## src/rtl/mulseq_pkg.sv

```systemverilog
package mulseq_pkg;
  parameter int unsigned MULSEQ_DEF_N = 32;

  function automatic int unsigned mulseq_cnt_w(input int unsigned prod_w);
    return $clog2(prod_w) + 1;
  endfunction
endpackage

```

## src/rtl/mulseq_shreg.sv

```systemverilog
module mulseq_shreg #(
  parameter int unsigned W = 32
) (
  input  logic         clk,
  input  logic         rst,
  input  logic         load,
  input  logic [W-1:0] load_val,
  input  logic         shift,
  input  logic         ser_in,
  output logic [W-1:0] q
);
  always_ff @(posedge clk) begin
    if (rst) begin
      q <= '0;
    end else if (load) begin
      q <= load_val;
    end else if (shift) begin
      q <= {ser_in, q[W-1:1]};
    end
  end
endmodule

```

## src/rtl/mulseq_cell.sv

```systemverilog
module mulseq_cell #(
  parameter bit LSB_CELL = 1'b0
) (
  input  logic clk,
  input  logic rst,
  input  logic clr,
  input  logic en,
  input  logic x_i,
  input  logic y_i,
  input  logic sum_i,
  output logic sum_o
);
  logic pp;
  logic s_nxt;
  logic c_nxt;
  logic c_q;

  assign pp = x_i & y_i;
  assign {c_nxt, s_nxt} = {1'b0, pp} + {1'b0, sum_i} + {1'b0, c_q};

  always_ff @(posedge clk) begin
    if (rst || clr) begin
      c_q <= 1'b0;
    end else if (en) begin
      c_q <= c_nxt;
    end
  end

  generate
    if (LSB_CELL) begin : g_out_comb
      assign sum_o = s_nxt;
    end else begin : g_out_reg
      logic s_q;
      always_ff @(posedge clk) begin
        if (rst || clr) begin
          s_q <= 1'b0;
        end else if (en) begin
          s_q <= s_nxt;
        end
      end
      assign sum_o = s_q;
    end
  endgenerate
endmodule

```

## src/rtl/mulseq_core.sv

```systemverilog
module mulseq_core #(
  parameter int unsigned N = 32
) (
  input  logic         clk,
  input  logic         rst,
  input  logic         clr,
  input  logic         en,
  input  logic [N-1:0] x,
  input  logic         y_bit,
  output logic         p_bit
);
  logic [N:0] sum_chain;

  assign sum_chain[N] = 1'b0;

  for (genvar j = 0; j < N; j++) begin : g_cell
    mulseq_cell #(.LSB_CELL(j == 0)) u_cell (
      .clk  (clk),
      .rst  (rst),
      .clr  (clr),
      .en   (en),
      .x_i  (x[j]),
      .y_i  (y_bit),
      .sum_i(sum_chain[j+1]),
      .sum_o(sum_chain[j])
    );
  end

  assign p_bit = sum_chain[0];

  // a zero multiplier bit on a freshly cleared core yields a zero product bit
  assert_zero_after_clear_R2: assert property (@(posedge clk) disable iff (rst)
    clr |=> (!y_bit && en) |-> !p_bit);
endmodule

```

## src/rtl/mulseq_ctrl.sv

```systemverilog
module mulseq_ctrl #(
  parameter int unsigned RUN = 64,
  parameter int unsigned CW  = 7
) (
  input  logic clk,
  input  logic rst,
  input  logic start,
  output logic accept,
  output logic busy,
  output logic done
);
  localparam logic [CW-1:0] LAST = CW'(RUN - 1);

  logic [CW-1:0] cnt;

  assign accept = start & ~busy;

  always_ff @(posedge clk) begin
    if (rst) begin
      busy <= 1'b0;
      done <= 1'b0;
      cnt  <= '0;
    end else if (accept) begin
      busy <= 1'b1;
      done <= 1'b0;
      cnt  <= '0;
    end else if (busy) begin
      if (cnt == LAST) begin
        busy <= 1'b0;
        done <= 1'b1;
        cnt  <= '0;
      end else begin
        cnt <= cnt + 1'b1;
      end
    end
  end

  assert_cnt_bound_R3: assert property (@(posedge clk) disable iff (rst)
    busy |-> cnt <= LAST);

  assert_done_timing_R3: assert property (@(posedge clk) disable iff (rst)
    $rose(done) |-> $past(busy) && ($past(cnt) == LAST));

  assert_done_hold_R4: assert property (@(posedge clk) disable iff (rst)
    done && !start |=> done);

  assert_busy_start_ignored_R5: assert property (@(posedge clk) disable iff (rst)
    busy && start && (cnt != LAST) |=> busy && (cnt == $past(cnt) + 1'b1));

  assert_idle_start_accepted_R6: assert property (@(posedge clk) disable iff (rst)
    !busy && start |=> busy && !done && (cnt == '0));

  assert_not_both_R3: assert property (@(posedge clk) disable iff (rst)
    !(busy && done));
endmodule

```

## src/rtl/mulseq_top.sv

```systemverilog
module mulseq_top #(
  parameter int unsigned N = mulseq_pkg::MULSEQ_DEF_N
) (
  input  logic           clk,
  input  logic           rst,
  input  logic           start,
  input  logic [N-1:0]   multiplicand,
  input  logic [N-1:0]   multiplier,
  output logic [2*N-1:0] product,
  output logic           done
);
  localparam int unsigned PW = 2 * N;
  localparam int unsigned CW = mulseq_pkg::mulseq_cnt_w(PW);

  logic         accept;
  logic         busy;
  logic [N-1:0] mc_q;
  logic [N-1:0] mp_q;
  logic         p_bit;

  mulseq_ctrl #(.RUN(PW), .CW(CW)) u_ctrl (
    .clk   (clk),
    .rst   (rst),
    .start (start),
    .accept(accept),
    .busy  (busy),
    .done  (done)
  );

  always_ff @(posedge clk) begin
    if (rst) begin
      mc_q <= '0;
    end else if (accept) begin
      mc_q <= multiplicand;
    end
  end

  mulseq_shreg #(.W(N)) u_mp (
    .clk     (clk),
    .rst     (rst),
    .load    (accept),
    .load_val(multiplier),
    .shift   (busy),
    .ser_in  (1'b0),
    .q       (mp_q)
  );

  mulseq_core #(.N(N)) u_core (
    .clk  (clk),
    .rst  (rst),
    .clr  (accept),
    .en   (busy),
    .x    (mc_q),
    .y_bit(mp_q[0]),
    .p_bit(p_bit)
  );

  mulseq_shreg #(.W(PW)) u_res (
    .clk     (clk),
    .rst     (rst),
    .load    (accept),
    .load_val('0),
    .shift   (busy),
    .ser_in  (p_bit),
    .q       (product)
  );

  assert_product_hold_R4: assert property (@(posedge clk) disable iff (rst)
    done && !start |=> $stable(product));

  assert_operand_frozen_R7: assert property (@(posedge clk) disable iff (rst)
    busy |=> $stable(mc_q));

  assert_idle_no_shift_R1: assert property (@(posedge clk) disable iff (rst)
    !busy && !start |=> $stable(mp_q));
endmodule

```

## config.mk

```make
export PLATFORM = sky130hd
export DESIGN_NAME = mulseq_top
export DESIGN_NICKNAME = d
export VERILOG_FILES = /design/src/rtl/mulseq_pkg.sv /design/src/rtl/mulseq_shreg.sv /design/src/rtl/mulseq_cell.sv /design/src/rtl/mulseq_core.sv /design/src/rtl/mulseq_ctrl.sv /design/src/rtl/mulseq_top.sv
export SDC_FILE = /design/constraint.sdc
export NUM_CORES = 1
export LEC_CHECK = 0
export ABC_AREA = 1
export BUFFER_PORTS_ARGS = -buffer_cell sky130_fd_sc_hd__buf_2
export CAP_MARGIN = 5
export CORE_UTILIZATION = 44
export DETAILED_ROUTE_END_ITERATION = 6
export MAX_ROUTING_LAYER = met4
export PLACE_DENSITY_LB_ADDON = 0.05
export SYNTH_ARGS = -nofsm -noshare
export SYNTH_HDL_FRONTEND = slang
export SYNTH_SLANG_ARGS = --single-unit
```

## constraint.sdc

```tcl
create_clock -name clk -period 5.49 [get_ports clk]
set_input_delay 0.549 -clock clk [delete_from_list [all_inputs] [get_ports clk]]
set_output_delay 0.549 -clock clk [all_outputs]
set_load 0.01 [all_outputs]
```

# Word-level counts from Yosys, hierarchy flattened
# Cells that the tools add are included.
[classes]
addsub = 64
eq_ne = 1
n_mux = 6
n_bitwise = 34
reduce_logical = 4
[ops]
columns = ["operator", "count"]
rows = [
  ["1-bit by 1-bit adder with 2-bit output", 32],
  ["32-bit two-way mux", 2],
  ["2-bit by 1-bit adder with 2-bit output", 31],
  ["1-bit AND", 33],
  ["7-bit by 1-bit adder with 7-bit output, second input constant", 1],
  ["7-bit by 6-bit == test with 1-bit output, second input constant", 1],
  ["7-bit two-way mux", 1],
  ["1-bit two-way mux", 3],
  ["2-bit AND reduction", 1],
  ["2-bit nonzero test", 1],
  ["2-bit OR reduction", 1],
  ["1-bit logical OR", 1],
  ["1-bit NOT", 1],
]
[totals]
reg_bits = 200
in_bits = 67
out_inout_bits = 65
word_cells = 178

# Logic depth before layout (Yosys ltp)
[logic_depth]
depth_word = 4
mapped_depth = 9
ltp_nobuf = 7

# Modules after synthesis
# From an unflattened synthesis, not the netlist that was laid out.
[hier_totals]
hier_cells = 1584
area_unflattened_um2 = 10541.4
[modules_own_cells]
columns = ["module", "instances", "cells_per_inst", "area_each_um2", "seq_area_each_um2"]
rows = [
  ["mulseq_cell at u_core.g_cell[10].u_cell ...", 31, 16, 116.4, 40.0],
  ["mulseq_shreg at u_res", 1, 545, 3448.3, 1281.2],
  ["mulseq_shreg at u_mp", 1, 273, 1676.6, 640.6],
  ["mulseq_top", 1, 204, 1342.5, 640.6],
  ["mulseq_ctrl", 1, 55, 390.4, 180.2],
  ["mulseq_cell at u_core.g_cell[0].u_cell", 1, 10, 72.6, 20.0],
  ["mulseq_core", 1, 1, 3.8, 0.0],
]

# Worst setup path after synthesis
# Ideal clock, no wire load.
[synth_timing]
path_type = "register -> register"
startpoint = "register u_mp.q[0]"
endpoint = "register u_core.g_cell[1].u_cell.g_out_reg.s_q"
setup_ps = 70
t_arrival_ps = 1701
path_slack_ps = 3719
path_stages_with_launch = 7
n_path_buf = 2
period_less_slack_ps = 1771
cell_sequence = "dfxtp_1 > clkbuf_1 > clkbuf_1 > nand2_1 > fa_1 > or2_2 > a21oi_1"
[synth_via]
elab_chain_len = 3
[synth_rtl]
columns = ["item", "line", "source"]
rows = [
  ["from (decl)", "mulseq_shreg.sv:10", "output logic [W-1:0] q"],
  ["from (signal assigned)", "mulseq_shreg.sv:16", "q <= load_val;"],
  ["from (signal assigned)", "mulseq_shreg.sv:18", "q <= {ser_in, q[W-1:1]};"],
  ["1-bit AND", "mulseq_cell.sv:18", "assign pp = x_i & y_i;"],
  ["1-bit by 1-bit adder with 2-bit output", "mulseq_cell.sv:19", "assign {c_nxt, s_nxt} = {1'b0, pp} + {1'b0, sum_i} + {1'b0, c_q};"],
  ["2-bit by 1-bit adder with 2-bit output", "mulseq_cell.sv:19", ""],
  ["to (signal assigned)", "mulseq_cell.sv:38", "s_q <= s_nxt;"],
  ["to (decl)", "mulseq_cell.sv:33", "logic s_q;"],
]
# Every way passes these cells.
# A chain may end at the register's enable or synchronous reset.

# Worst setup path in the final report
[layout_timing]
startpoint = "register u_ctrl.busy"
endpoint = "register u_res.q[52]"
[layout_via]
elab_chain_len = 3
[layout_rtl]
columns = ["item", "line", "source"]
rows = [
  ["from (decl)", "mulseq_ctrl.sv:9", "output logic busy,"],
  ["from (signal assigned)", "mulseq_ctrl.sv:20", "busy <= 1'b0;"],
  ["from (signal assigned)", "mulseq_ctrl.sv:24", "busy <= 1'b1;"],
  ["from (signal assigned)", "mulseq_ctrl.sv:29", "busy <= 1'b0;"],
  ["1-bit NOT", "mulseq_ctrl.sv:16", "assign accept = start & ~busy;"],
  ["1-bit AND", "mulseq_ctrl.sv:16", ""],
  ["2-bit OR reduction (no source line)", "n/a", ""],
  ["to (signal assigned)", "mulseq_shreg.sv:16", ""],
  ["to (signal assigned)", "mulseq_shreg.sv:18", ""],
  ["to (decl)", "mulseq_shreg.sv:10", ""],
]
# Parallel ways exist; a longest one is shown, timed or not.

==> results.cfg <==
[status]
status = complete, no violations

[power_and_ir_drop]
vdd_ir_drop_max_mv = 0.220
power_density_nw_per_um2 = 305
power.total_mw = 2.91
leakage_nw = 4.06

[floorplanning]
core-area_um2 = 18200
initial_core_util = 0.456
ioPinCount = 132
die_h_um = 139
row_count = 49
dieArea_um2 = 19400
die_w_um = 139

[timing]
finalSetupViolCount = 0
rsz0062_at_grt = false
fmax_ghz = 0.322
tightest_slew_ns = 1.11
tns_ns = 0
finalWorstSetupSlack_ns = 2.38
final_hold_viol_count = 0
fin_crit_ns = 3.11
slew_violations = 0
skew_ns = 0.00667
period_share = 0.566
timing.max_slew.rel_slack = 0.261

[setup_path]
cp.buffers_inverters = 2
crit_fanout = 98
r2r_cells = 5
worstSetupPathType = flip-flop to flip-flop
reg2reg_from = u_ctrl.busy
r2r_end = u_res.q[52]
cp.arrival_ns = 3.41
crit_required_ns = 5.80
crit_path_frequent_cell = nand2_4
end_kind = flip-flop
cp_top_family = simple AND/OR/NAND/NOR gates
critPathMaxStageDelay_ns = 0.93
path_cells = inv_4, nand2_4, nand2_4, buf_4, a21oi_1
start_kind = flip-flop
cp_slowest_cell = nand2_4
crit_start = u_ctrl.busy
reg2reg_slack_ns = 2.38

[logic_synthesis]
synthCells = 1093
synth_top_area_share = 0.483
yosys.area.top_type = dfxtp_1
syn_nets = 1193
synthesis.area_um2 = 8300
syn-mean-instance-area_um2 = 7.59
yosys_register_bits = 200
synth.distinct_cells = 24
synth_area_leaders = dfxtp_1, nand2_1, a21oi_1
ys_seq_area_frac = 0.483
yosys_warnings = 0

[detailed_routing]
wl_per_cell_um = 12.1
drt-total-wl_mm = 17.2
via_per_inst = 4.73
antenna_left = 0
drtIter0Drc = 346
drc = 0
firstDrtPassIters = 5
vias = 6741

[layout]
utilization = 0.523
mostFrequentLayoutCells = nand2_1, dfxtp_1, a21oi_1, buf_2, inv_1
final_nets = 1282
postLayoutCellArea_um2 = 9530
drive_above_1_share = 0.168
syn2layout_area_growth_pct = 14.9
fillers = 1857
layout_commonest_cell = nand2_1

[grt]
grt_antenna_before_repair = 1
grt_pass1_wl_mm = 29.4
gr-total-overflow = 0
grt_use_total = 0.192
grt_pass1_vias = 6176
grt_max_degree = 102

[min_path]
min_to = u_mp.q[31]
hold_path_depth = 2
hold_path_class = input port to flip-flop
min_from = rst

[cts]
cts-resized-gates = 0
cts_made_buffers = 17
h-tree-depth = 4
hold_buffers = 0
post_cts_buffers = 0
cts_tree = done
clockBufferDepth = 2
cts_sinks = 200
clk_pin_slew_ns = 0.07
clock-root-buffer = clkbuf_16
clkLatencyLatePin_ns = 0.43

[placed_design]
placed_area_um2 = 8960
place.gp.congestion = 0.740
dp_slack_ns = 2.35
io_buffers = 131
dpl.hpwl_mm = 10.4

[flow_run]
cap_violations = 0
## worst reg2reg max path: stages, from the launching register on
cell and delay [ns]:
dfxtp_4 0.50, inv_4 0.56, nand2_4 0.40, nand2_4 0.93, buf_4 0.51, a21oi_1 0.09
## routing by layer
metal,up-vias,track usage,wire [um]
met3,15,0.0382,545
li1,3539,-,-
met5,-,-,0
met2,94,0.310,8090
met1,3093,0.242,8400
met4,0,0.0556,199
## stage by stage
| step | std cells | hold slack, ns |
|---|---|---|
| after floorplan | 1093 | 0.419 |
| after CTS | 1424 | 0.316 |
| after global placement | 1392 | 0.432 |
| final | 1425 | 0.335 |
| after global routing | 1425 | 0.336 |
| after detailed placement | 1392 | 0.440 |
## logic make-up (layout without fill, tap and decap cells)
| logic type | after synthesis | after routing | share of synthesized area |
|---|---|---|---|
| AOI/OAI and AO/OA | 164 | 164 | 0.0989 |
| xor gates and xnor gates | 1 | 1 | 0.00106 |
| adders and majority gates | 33 | 33 | 0.0778 |
| buffers and inverters | 154 | 256 | 0.0796 |
| DFF | 200 | 200 | 0.483 |
| muxes | 1 | 1 | 0.00121 |
| other | 0 | 1 | 0 |
| and+or+nand+nor | 540 | 540 | 0.259 |
## where the power goes
group	internal (mW)	switching [mW]	total [mW]
Sequential	1.49	0.0261	1.51
Combinational	0.0590	0.133	0.192
Clock	0.641	0.563	1.20
Total	2.19	0.722	2.91
## cell type report
class                      count  area [um^2]  area share
sequential                   200         4010       0.421
inverter                      86          325      0.0341
clock buffer                  18          439      0.0461
clock inverter                14          124      0.0130
tap                          229          287      0.0301
timing repair buffer         138          708      0.0743
antenna                        1         2.50    0.000263
multi-input combinational    739         3640       0.382
## how the worst max path moves through the flow
| stage | end | slack (ns) | depth (start not counted) |
|---|---|---|---|
| floorplan | u_core.g_cell[1].u_cell.sum_o | 3.72 | 6 |
| global placement | u_res.q[48] | 2.40 | 5 |
| detailed placement | u_res.q[40] | 2.35 | 5 |
| CTS | u_res.q[52] | 2.34 | 5 |
| global route | u_res.q[40] | 2.12 | 5 |
| finish | u_res.q[52] | 2.38 | 5 |
## Yosys cell counts, drive strengths merged
library cell	instances
a21oi	132
buf	50
clkbuf	18
dfxtp	200
fa	31
ha	2
inv	86
mux2i	1
nand2	404
nand3	35
nand4	1
nor2	75
nor3	1
o21ai	32
or2	24
xnor2	1
## registers in the layout (all words and copies together) (netlist names)
signal / flops
u_res.q: 64
mc_q: 32
u_core.g_cell.u_cell.c_q: 32
u_mp.q: 32
u_core.g_cell.u_cell.sum_o: 31
u_ctrl.cnt: 7
u_ctrl.busy: 1
u_ctrl.done: 1
(Power assumes the default switching activity.)
